### src/rtl/irda_stat_pkg.sv
package irda_stat_pkg;
  localparam int STAT_W   = 6;
  localparam int BUS_W    = 32;
  localparam int B_EOE    = 0;
  localparam int B_TXUR   = 1;
  localparam int B_RXAB   = 2;
  localparam int B_TXSVC  = 3;
  localparam int B_RXSVC  = 4;
  localparam int B_FRERR  = 5;
  localparam int N_STICKY = 3;
  // sticky bit positions, in generate order
  localparam int STICKY_POS [N_STICKY] = '{B_FRERR, B_RXAB, B_TXUR};
endpackage

### src/rtl/stat_sticky.sv
module stat_sticky (
  input  logic clk,
  input  logic rst_n,
  input  logic set_evt,
  input  logic clr_req,
  output logic q,
  output logic q_nxt
);
  always_comb begin
    q_nxt = q;
    if (clr_req) q_nxt = 1'b0;
    if (set_evt) q_nxt = 1'b1;
  end

  always_ff @(posedge clk or negedge rst_n) begin
    if (!rst_n) q <= 1'b0;
    else        q <= q_nxt;
  end


  set_wins_chk: assert property (@(posedge clk) disable iff (!rst_n)
    set_evt |=> q);

  w1c_clear_chk: assert property (@(posedge clk) disable iff (!rst_n)
    (clr_req && !set_evt) |=> !q);
endmodule

### src/rtl/stat_svc_flags.sv
module stat_svc_flags #(
  parameter int FIFO_DEPTH = 128,
  parameter int TX_THRESH  = 96,
  localparam int LVL_W = $clog2(FIFO_DEPTH + 1)
) (
  input  logic             clk,
  input  logic             rst_n,
  input  logic [LVL_W-1:0] tx_level,
  input  logic             tx_en,
  input  logic             rx_trig,
  input  logic             rx_en,
  input  logic             rx_end_err,
  output logic             tx_flag,
  output logic             rx_flag,
  output logic             eoe_flag,
  output logic             tx_flag_nxt,
  output logic             rx_flag_nxt,
  output logic             eoe_flag_nxt
);
  localparam logic [LVL_W-1:0] THR_V = LVL_W'(TX_THRESH);

  always_comb begin
    tx_flag_nxt  = tx_en && (tx_level <= THR_V);
    rx_flag_nxt  = rx_en && rx_trig;
    eoe_flag_nxt = rx_end_err;
  end

  always_ff @(posedge clk or negedge rst_n) begin
    if (!rst_n) begin
      tx_flag  <= 1'b0;
      rx_flag  <= 1'b0;
      eoe_flag <= 1'b0;
    end else begin
      tx_flag  <= tx_flag_nxt;
      rx_flag  <= rx_flag_nxt;
      eoe_flag <= eoe_flag_nxt;
    end
  end


  tx_off_chk: assert property (@(posedge clk) disable iff (!rst_n)
    !tx_en |=> !tx_flag);

  rx_off_chk: assert property (@(posedge clk) disable iff (!rst_n)
    !rx_en |=> !rx_flag);
endmodule

### src/rtl/stat_irq_comb.sv
module stat_irq_comb
  import irda_stat_pkg::*;
(
  input  logic              clk,
  input  logic              rst_n,
  input  logic [STAT_W-1:0] stat_nxt,
  input  logic              tx_irq_en,
  input  logic              rx_irq_en,
  output logic              irq
);
  logic irq_nxt;

  always_comb begin
    irq_nxt = stat_nxt[B_FRERR] | stat_nxt[B_RXAB] | stat_nxt[B_TXUR] |
              stat_nxt[B_EOE]   |
              (stat_nxt[B_TXSVC] & tx_irq_en) |
              (stat_nxt[B_RXSVC] & rx_irq_en);
  end

  always_ff @(posedge clk or negedge rst_n) begin
    if (!rst_n) irq <= 1'b0;
    else        irq <= irq_nxt;
  end
endmodule

### src/rtl/irda_fifo_status.sv
module irda_fifo_status
  import irda_stat_pkg::*;
#(
  parameter int FIFO_DEPTH = 128,
  parameter int TX_THRESH  = 96,
  localparam int LVL_W = $clog2(FIFO_DEPTH + 1)
) (
  input  logic              clk,
  input  logic              rst_n,
  input  logic [LVL_W-1:0]  tx_level,
  input  logic              tx_en,
  input  logic              rx_trig,
  input  logic              rx_en,
  input  logic              rx_end_err,
  input  logic              tx_irq_en,
  input  logic              rx_irq_en,
  input  logic              frame_err_pulse,
  input  logic              rx_abort_pulse,
  input  logic              tx_underrun_pulse,
  input  logic              wr_en,
  input  logic [STAT_W-1:0] wr_data,
  output logic [BUS_W-1:0]  rd_data,
  output logic              dma_tx_req,
  output logic              dma_rx_req,
  output logic              irq
);
  logic [STAT_W-1:0]   stat_q;
  logic [STAT_W-1:0]   stat_nxt;
  logic [N_STICKY-1:0] evt_vec;

  assign evt_vec = {tx_underrun_pulse, rx_abort_pulse, frame_err_pulse};

  for (genvar g = 0; g < N_STICKY; g++) begin : g_sticky
    stat_sticky i_bit (
      .clk     (clk),
      .rst_n   (rst_n),
      .set_evt (evt_vec[g]),
      .clr_req (wr_en && wr_data[STICKY_POS[g]]),
      .q       (stat_q[STICKY_POS[g]]),
      .q_nxt   (stat_nxt[STICKY_POS[g]])
    );
  end

  stat_svc_flags #(
    .FIFO_DEPTH (FIFO_DEPTH),
    .TX_THRESH  (TX_THRESH)
  ) i_flags (
    .clk          (clk),
    .rst_n        (rst_n),
    .tx_level     (tx_level),
    .tx_en        (tx_en),
    .rx_trig      (rx_trig),
    .rx_en        (rx_en),
    .rx_end_err   (rx_end_err),
    .tx_flag      (stat_q[B_TXSVC]),
    .rx_flag      (stat_q[B_RXSVC]),
    .eoe_flag     (stat_q[B_EOE]),
    .tx_flag_nxt  (stat_nxt[B_TXSVC]),
    .rx_flag_nxt  (stat_nxt[B_RXSVC]),
    .eoe_flag_nxt (stat_nxt[B_EOE])
  );

  stat_irq_comb i_irq (
    .clk       (clk),
    .rst_n     (rst_n),
    .stat_nxt  (stat_nxt),
    .tx_irq_en (tx_irq_en),
    .rx_irq_en (rx_irq_en),
    .irq       (irq)
  );

  assign rd_data    = {{(BUS_W-STAT_W){1'b0}}, stat_q};
  assign dma_tx_req = stat_q[B_TXSVC];
  assign dma_rx_req = stat_q[B_RXSVC];


  irq_quiet_chk: assert property (@(posedge clk) disable iff (!rst_n)
    (stat_q == '0) |-> !irq);

  irq_sticky_chk: assert property (@(posedge clk) disable iff (!rst_n)
    (stat_q[B_FRERR] | stat_q[B_RXAB] | stat_q[B_TXUR] | stat_q[B_EOE]) |-> irq);

  ro_ignore_chk: assert property (@(posedge clk) disable iff (!rst_n)
    (wr_en && !rx_end_err) |=> !stat_q[B_EOE]);
endmodule

### config.mk
export PLATFORM = sky130hd
export DESIGN_NAME = irda_fifo_status
export DESIGN_NICKNAME = d
export VERILOG_FILES = /design/src/rtl/irda_stat_pkg.sv /design/src/rtl/stat_sticky.sv /design/src/rtl/stat_svc_flags.sv /design/src/rtl/stat_irq_comb.sv /design/src/rtl/irda_fifo_status.sv
export SDC_FILE = /design/constraint.sdc
export NUM_CORES = 1
export LEC_CHECK = 0
export ABC_CLOCK_PERIOD_IN_PS = 1300
export CAP_MARGIN = 20
export CORE_MARGIN = 2
export CORE_UTILIZATION = 27
export CTS_CLUSTER_SIZE = 30
export DETAILED_ROUTE_END_ITERATION = 12
export PLACE_DENSITY = 0.78
export SLEW_MARGIN = 20
export SYNTH_ARGS = -nofsm -noshare
export SYNTH_HDL_FRONTEND = slang
export SYNTH_SLANG_ARGS = --single-unit
### constraint.sdc
create_clock -name clk -period 1.3 [get_ports clk]
set_clock_uncertainty 0.1 [all_clocks]
set_input_delay 0.325 -clock clk [delete_from_list [all_inputs] [get_ports clk]]
set_output_delay 0.325 -clock clk [all_outputs]
set_load 0.05 [all_outputs]
# [After elaboration in Yosys (flattened, before gate mapping)]
# Index checks and enable logic that the tools add are counted.
[classes] magnitude_cmp=1 muxes=6 n_bitwise=7 reduce_logical=5
[ops] cell="$le A8 B7 Y1 const B" count=1
[ops] cell="$mux W1" count=6
[ops] cell="$logic_and A1 B1 Y1" count=5
[ops] cell="$or A1 B1 Y1" count=5
[ops] cell="$and A1 B1 Y1" count=2
[word_totals] reg_bits=7 inputBits=26 output_inout_bits=35

# [Depth between registers and ports, before layout]
# Gate-level depths: netlist of the first run.
[depth] depth_word=8 ltp_mapped=3

# [Hierarchy]
# A second synthesis of the first run with hierarchy kept.
[hier_totals] hier_cells=55 area_unflattened_um2=518.0
[by_module_without_submodules] mod="irda_fifo_status" instances=1 cells_per_inst=32 area_per_inst_um2=232.7 seq_area_each_um2=0.0
[by_module_without_submodules] mod="stat_svc_flags" instances=1 cells_per_inst=10 area_per_inst_um2=127.6 seq_area_each_um2=75.1
[by_module_without_submodules] mod="stat_sticky" instances=3 cells_per_inst=3 area_per_inst_um2=36.3 seq_area_each_um2=25.0
[by_module_without_submodules] mod="stat_irq_comb" instances=1 cells_per_inst=4 area_per_inst_um2=48.8 seq_area_each_um2=25.0

# [Worst setup path before layout of the first run]
# OpenSTA, ideal clock, no wires.
[synth_path] path_type="reg-to-output" start="reg i_flags.tx_flag" end="out rd_data[3]" t_arrival_ps=886 required_time_ps=875 slack_ps=-11 stages_incl_launch_ff=2 path_cell_list="dfrtp_1 > buf_4"
[synth_rtl] item="from (decl)" line="stat_svc_flags.sv:13" rtl="output logic tx_flag,"
[synth_rtl] item="from (signal assigned)" line="stat_svc_flags.sv:34" rtl="tx_flag <= tx_flag_nxt;"
[synth_rtl] item="to (decl)" line="irda_fifo_status.sv:22" rtl="output logic [BUS_W-1:0] rd_data,"
# No word-level cell between the ends.

# [Final worst setup path of the first run]
[layout_path] start="reg i_flags.rx_flag" end="out dma_rx_req"
[layout_rtl] item="from (decl)" line="stat_svc_flags.sv:14" rtl="output logic rx_flag,"
[layout_rtl] item="from (signal assigned)" line="stat_svc_flags.sv:35" rtl="rx_flag <= rx_flag_nxt;"
[layout_rtl] item="to (decl)" line="irda_fifo_status.sv:24" rtl="output logic dma_rx_req,"
# No word-level cell between the ends.

==> results.md, run 1 <==
* Status: finished clean
* Multi-input gate area at 241 um^2
* Mux contribution to synthesized area at 0%
* Critical path endpoint category: output port
* Largest net degree at the start of global routing at 8
* Setup CP Type: register to output port
* Power Density at 898 mW/mm^2
* Clk sink count at 7
* Register Area at 179 um^2
* FF+latch count, synth at 7
* Fin nets at 115
* Largest family of logic cells by synthesized area: buffers and inverters
* Fillers at 192
* Setup WS post-layout at 0.0221 ns
* Arrival time worst endpoint at 0.85 ns
* DR vias/cell at 3.50
* ANT cells at 0
* Global-route wire length before repair at 1630 um
* Die X at 49.5 um
* Crit-path cells: buf_12
* Reg2reg setup slack at 0.07 ns
* Delay-heaviest family, CP: flip-flops
* Core Region at 0.00196 mm^2
* Final Hold Fails at 0
* Leakage Power at 0.456 nW
* WHS at 0.232 ns
* Final Core Density at 46.4%
* Antenna viol nets, final at 0
* Fin. max-slew vios at 0
* DP HPWL at 1000 um
* CTS tree: done
* Register area share after synthesis at 31.4%
* Post-synth top area cell: buf_4
* CP max stage delay at 0.44 ns
* Data required time at the worst endpoint at 0.88 ns
* Initial antenna violation count at 0
* Synth top area cells: buf_4, dfrtp_1, a2111oi_4
* Place WS at -0.366 ns
* MaxCap Viol Count at 0
* Worst vdd rail ir drop at 0.339 mV
* WL/cell at 9.29 um
* Compound-Gate Fraction of Synth Area at 11.2%
* FP Rows at 16
* RR Startpoint: g_sticky[0].i_bit.q
* Hold buffers post-CTS at 0
* Hold Crit Class: primary input to asynchronous set/reset pin
* Clock latency on the worst-skew pair at 0.24 ns
* Initial DRT Pass Iterations at 4
* Post-synth top area share at 43.0%
* Fin crit share at 98.3%
* 1st-iter DRT viols at 2
* Layout cells sized above 1 at 26.1%
* Synth Area in XOR/XNOR at 0%
* Final GP Congestion at 0.567
* Final WL at 1070 um
* Num CTS Buffers at 3
* Count leader, synth: buf_4
* Max Freq at 0.783 GHz
* DRC errors left at 0
* Worst-path maximum fanout at 2
* Top FF cell, synth: dfrtp_1
* CP max stage cell: dfrtp_2
* Root Buffer Master: clkbuf_4
* Worst Path Buf+Inv at 1
* Area delta synth->final at 63.0%
* R2r worst-path depth at 2
* Worst r2r dst: i_irq.irq
* Post-synth EDFFs at 0
* H-tree levels at 1
* Synthesized area at 558 um^2
* Synth unique cells at 16
* Die Y-Extent at 49.5 um
* Setup TNS at 0 ns
* GRT Total Usage at 9.26%
* Via Count at 402
* Global route overflow at 0
* Fin crit period at 1.28 ns
* Syn. warnings at 0
* Vias in the first global route at 374
* Commonest cells in the netlist: buf_4, dfrtp_1, inv_1
* Ports at 61
* Setup Buffers After CTS at 0
* Synthesized instance count at 59
* Total Power at 0.000817 W
* Syn Area/Cell at 9.46 um^2
* Simple-Gate Fraction of Synth Area at 11.0%
* # setup viols final at 0
* Adder-cell area share of the yosys netlist at 0%
* Reg clk slew, reported paths at 0.05 ns
* Ys async rst share at 100%
* Worst setup SP type: register
* Die area at 0.00245 mm^2
* RSZ-0062 raised after global routing: yes
* IO buf count at 31
* Maximum clock insertion buffer count at 2
* Initial Util at 28.4%
where the power goes:
| part | switching (W) | leakage (nW) | total (W) | internal (W) |
|---|---|---|---|---|
| clock | 0.0000757 | 0.0150 | 0.000193 | 0.000117 |
| combinational | 0.000256 | 0.368 | 0.000378 | 0.000123 |
| sequential | 0.0000153 | 0.0732 | 0.000246 | 0.000231 |
| total | 0.000347 | 0.456 | 0.000817 | 0.000470 |
cell usage in the layout (no fill, tap or decap), drive strengths merged:
cell type,instances
clkbuf,4
nor4b,1
dlygate4sd2,5
o2111ai,1
dfrtp,7
buf,10
a21oi,2
nor2b,1
a2111oi,1
conb,26
and2,1
and3,1
clkdlybuf4s50,12
inv,4
nand2,4
a21o,1
dlymetal6s2s,5
nor3,1
a22oi,1
area by class of cell:
class	count	area share [%]
clock buffers	4	2.89
flip-flops and latches	7	19.7
multi-input cells	41	26.5
well taps	27	3.71
inverters	4	1.65
repair buffers	32	45.5
metal layers:
layer,vias to the layer above,GRT usage (%),wire (um)
met3,2,3.64,140
met2,36,17.6,625
met4,0,5.56,14
li1,190,-,-
met5,-,0,0
met1,174,8.05,286
cell families (layout without fill, tap and decap cells):
| kind of cell | count (synthesis) | after routing |
|---|---|---|
| compound gates | 6 | 6 |
| buf+inv | 36 | 40 |
| flops | 7 | 7 |
| simple gates | 9 | 9 |
| other cells | 1 | 26 |
repair_timing:
item | CTS | global route
pin swaps | 4 | 4
endpoints found under the setup margin | 1 | 3
resized for setup | 5 | 9
worst max path at each step:
stage	from	end	slack, ns	depth (start not counted)
2_1_floorplan	i_flags.tx_flag	rd_data[3]	0.13	1
3_3_place_gp	wr_en	i_irq.irq	-0.30	4
3_5_place_dp	wr_en	i_irq.irq	-0.37	4
4_1_cts	g_sticky[0].i_bit.q	rd_data[5]	0.01	1
5_1_grt	i_flags.rx_flag	dma_rx_req	-0.0002	1
6_report	i_flags.rx_flag	dma_rx_req	0.02	1
flip-flops by register name (all words and copies together) (netlist names):
register	flops
g_sticky.i_bit.q	3
i_irq.irq	1
i_flags.rx_flag	1
i_flags.tx_flag	1
i_flags.eoe_flag	1
per-stage QoR:
| stage | cell area [um^2] | std cells |
|---|---|---|
| detailed placement | 856 | 111 |
| finish | 910 | 115 |
| global placement | 856 | 111 |
| floorplan | 654 | 84 |
| global route | 910 | 115 |
| CTS | 876 | 115 |
Power figures use the tool's default switching activity.
==> run 2: changes to the inputs <==
--- a/config.mk
+++ b/config.mk
@@ -8,11 +8,12 @@
 export ABC_CLOCK_PERIOD_IN_PS = 1300
 export CAP_MARGIN = 20
 export CORE_MARGIN = 2
-export CORE_UTILIZATION = 27
+export CORE_UTILIZATION = 26
 export CTS_CLUSTER_SIZE = 30
 export DETAILED_ROUTE_END_ITERATION = 12
-export PLACE_DENSITY = 0.78
+export PLACE_DENSITY = 0.79
 export SLEW_MARGIN = 20
 export SYNTH_ARGS = -nofsm -noshare
 export SYNTH_HDL_FRONTEND = slang
+export SYNTH_HIERARCHICAL = 1
 export SYNTH_SLANG_ARGS = --single-unit
==> run 2 against run 1 <==
  * Synthesized cell count decreased by 6.8%
  * Cell count increased by 0.87%
  * Sequential power about the same
  * Utilization increased by 0.45 points
  * Clock-buffer cell count unchanged
  * Area after synthesis decreased by 7.2%
  * Critical endpoint is now rd_data[3]
==> results.md, run 2 <==
* Status: finished clean
* Worst r2r dst: i_irq/irq
* Setup CP Type: register to output port
* R2r worst-path depth at 3 (+1)
* CP max stage cell: dfrtp_2
* Clk sink count at 7 (unchanged)
* Synth unique cells at 13 (-3)
* Count leader, synth: buf_4
* Top FF cell, synth: dfrtp_1
* Placed instance area at 831 um^2 (-2.9%)
* Root Buffer Master: clkbuf_4
* Via Count at 385 (-4.2%)
* Reg2reg setup slack at 0.13 ns (+0.06 ns)
* Largest Register: g_sticky.i_bit/q
* Initial antenna violation count at 0 (unchanged)
* Ports at 61 (unchanged)
* MaxCap Viol Count at 0 (unchanged)
* Fin. max-slew vios at 0 (unchanged)
* Worst-path maximum fanout at 2 (unchanged)
* CP Depth at 1 (unchanged)
* 1st-iter DRT viols at 2 (unchanged)
* Final Hold Fails at 0 (unchanged)
* WHS at 0.244 ns (+0.0117 ns)
* Area delta synth->final at 73.7%
* Initial DRT Pass Iterations at 2 (-2)
* Vias in the first global route at 367 (-1.9%)
* Clock latency on the worst-skew pair at 0.24 ns (about the same)
* Setup TNS at 0 ns (unchanged)
* Final GP Congestion at 0.658 (+16%)
* Layout cells sized above 1 at 22.5% (-3.7 points)
* Synthesized instance count at 55 (-6.8%)
* Leakage Power at 0.480 nW (+5.3%)
* Global-route wire length before repair at 1550 um (-4.7%)
* Comb pwr share at 46.5% (+0.2 points)
* RSZ-0062 raised after global routing: no
* CP max stage delay at 0.43 ns (about the same)
* Maximum clock insertion buffer count at 2 (unchanged)
* WL/cell at 8.69 um (-6.4%)
* Delay-heaviest family, CP: flip-flops
* IO buf count at 31 (unchanged)
* RR Startpoint: g_sticky[2].i_bit/q
* Fin crit share at 97.0% (-1.3 points)
* Syn. warnings at 6 (+6)
* Crit-path cells: buf_12
* Register Area at 178 um^2 (-0.70%)
* Commonest cells after routing, fill and taps aside: conb_1, clkdlybuf4s50_1, buf_12, dlymetal6s2s_1, dfrtp_1
* Post-route cell area at 900 um^2 (-1.1%)
* Fin nets at 116 (+0.87%)
* Antenna viol nets, final at 0 (unchanged)
* Syn Area/Cell at 9.42 um^2 (-0.42%)
* Setup WS post-layout at 0.0386 ns (+0.0165 ns)
* Fin crit period at 1.26 ns (-0.0165 ns)
* Synthesized area at 518 um^2 (-7.2%)
* Multi-input gate area at 213 um^2 (-12%)
* Max reg flops at 3 (unchanged)
* Synth top area cells: buf_4, dfrtp_1, and2_1
* CTS tree: done
* Core Region at 0.00192 mm^2 (-2.0%)
* Fillers at 196 (+2.1%)
* Ys async rst share at 100% (unchanged)
* DP HPWL at 924 um (-7.7%)
* FP Rows at 16 (unchanged)
* Seq pwr share at 30.2% (about the same)
* Die area at 0.00237 mm^2 (-3.3%)
* Critical path endpoint category: output port
* Int Pwr at 0.000471 W (+0.30%)
* # setup viols final at 0 (unchanged)
* Worst setup SP type: register
* Switching Power at 0.000336 W (-3.1%)
* GRT Total Usage at 8.74% (-0.52 points)
* Global route overflow at 0 (unchanged)
* Die Y-Extent at 48.6 um (-1.7%)
* Most common cell after layout, fill and taps aside: conb_1
* Clock share of power at 23.3% (-0.3 points)
* Data required time at the worst endpoint at 0.88 ns (about the same)
* Worst Path Buf+Inv at 1 (unchanged)
* Reg clk slew, reported paths at 0.05 ns (about the same)
* FF+latch count, synth at 7 (unchanged)
* Initial Util at 27.0% (-1.5 points)
* Register area share after synthesis at 33.8% (+2.4 points)
* H-tree levels at 1 (unchanged)
* Post-synth EDFFs at 0 (unchanged)
* Post-synth top area share at 42.0% (-1.0 points)
* Place WS at -0.419 ns (-0.0527 ns)
* Switching share of power at 41.6% (-0.84 points)
* CP endpoint: rd_data[3]
* DRC errors left at 0 (unchanged)
* Hold Crit Class: primary input to asynchronous set/reset pin
* Max Freq at 0.793 GHz (+1.3%)
* Power Density at 898 mW/mm^2 (about the same)
* Final WL at 1010 um (-5.6%)
* ANT cells at 0 (unchanged)
* CP Launch Point: i_flags/tx_flag
* Worst vdd rail ir drop at 0.356 mV (+4.9%)
* Largest net degree at the start of global routing at 8 (unchanged)
* DR vias/cell at 3.32 (-5.1%)
* Arrival time worst endpoint at 0.84 ns (about the same)
* Commonest cells in the netlist: buf_4, dfrtp_1, and2_1
* Total Power at 0.000807 W (-1.1%)
* Num CTS Buffers at 3 (unchanged)
* Die X at 48.6 um (-1.7%)
* Post-synth top area cell: buf_4
==> run 2: routing by layer <==
metal | part of all wire, % | global-route usage [%] | routed length [um]
met4 | 0 | 5.71 | 0
met3 | 9.3 | 4.01 | 94
met5 | 0 | 0 | 0
met1 | 30 | 7.69 | 303
met2 | 61 | 15.8 | 611
==> run 2: power by group through the flow <==
stage | Clock [W] | Combinational [W] | Sequential [W]
after floorplan | 0 | 0.000264 | 0.000279
after global placement | 0 | 0.000371 | 0.000247
after detailed placement | 0 | 0.000373 | 0.000248
after CTS | 0.000199 | 0.000377 | 0.000244
after global routing | 0.000209 | 0.000389 | 0.000245
final | 0.000188 | 0.000375 | 0.000244
==> run 2: layout make-up <==
cell class | count | share of cell area (%)
Inverter | 3 | 1.25
Clock buffer | 4 | 2.92
Tap cell | 27 | 3.76
Multi-Input combinational cell | 41 | 23.6
Timing Repair Buffer | 34 | 48.7
Sequential cell | 7 | 19.7
==> run 2: cell families after synthesis <==
kind of cell           share of synthesized area, %
AOI/OAI and AO/OA                              7.49
and+or+nand+nor                                13.8
DFF                                            33.8
other                                         0.724
buffers and inverters                          44.2
==> run 2: through the flow <==
step                cells  util [%]
global placement      109      43.2
floorplan              80         -
finish                116      46.8
global route          116      46.8
CTS                   115      45.4
detailed placement    109      43.2
==> run 2: what timing repair did <==
action	in CTS	in global routing
gates resized for setup	5	8
endpoints found under the setup margin	1	1
pin swaps	9	7
buffers inserted	2	1
hold buffers	0	0
==> run 2: how the worst min path moves through the flow <==
| stage | end | startpoint | cells after the start | slack (ns) |
|---|---|---|---|---|
| global route | i_flags/eoe_flag | rst_n | 1 | 0.27 |
| CTS | i_flags/eoe_flag | rst_n | 1 | 0.25 |
| floorplan | g_sticky[0].i_bit/q | rst_n | 0 | -0.07 |
| global placement | g_sticky[2].i_bit/q | g_sticky[2].i_bit/q | 1 | 0.47 |
| finish | g_sticky[0].i_bit/q | rst_n | 1 | 0.24 |
| detailed placement | g_sticky[0].i_bit/q | g_sticky[0].i_bit/q | 1 | 0.48 |
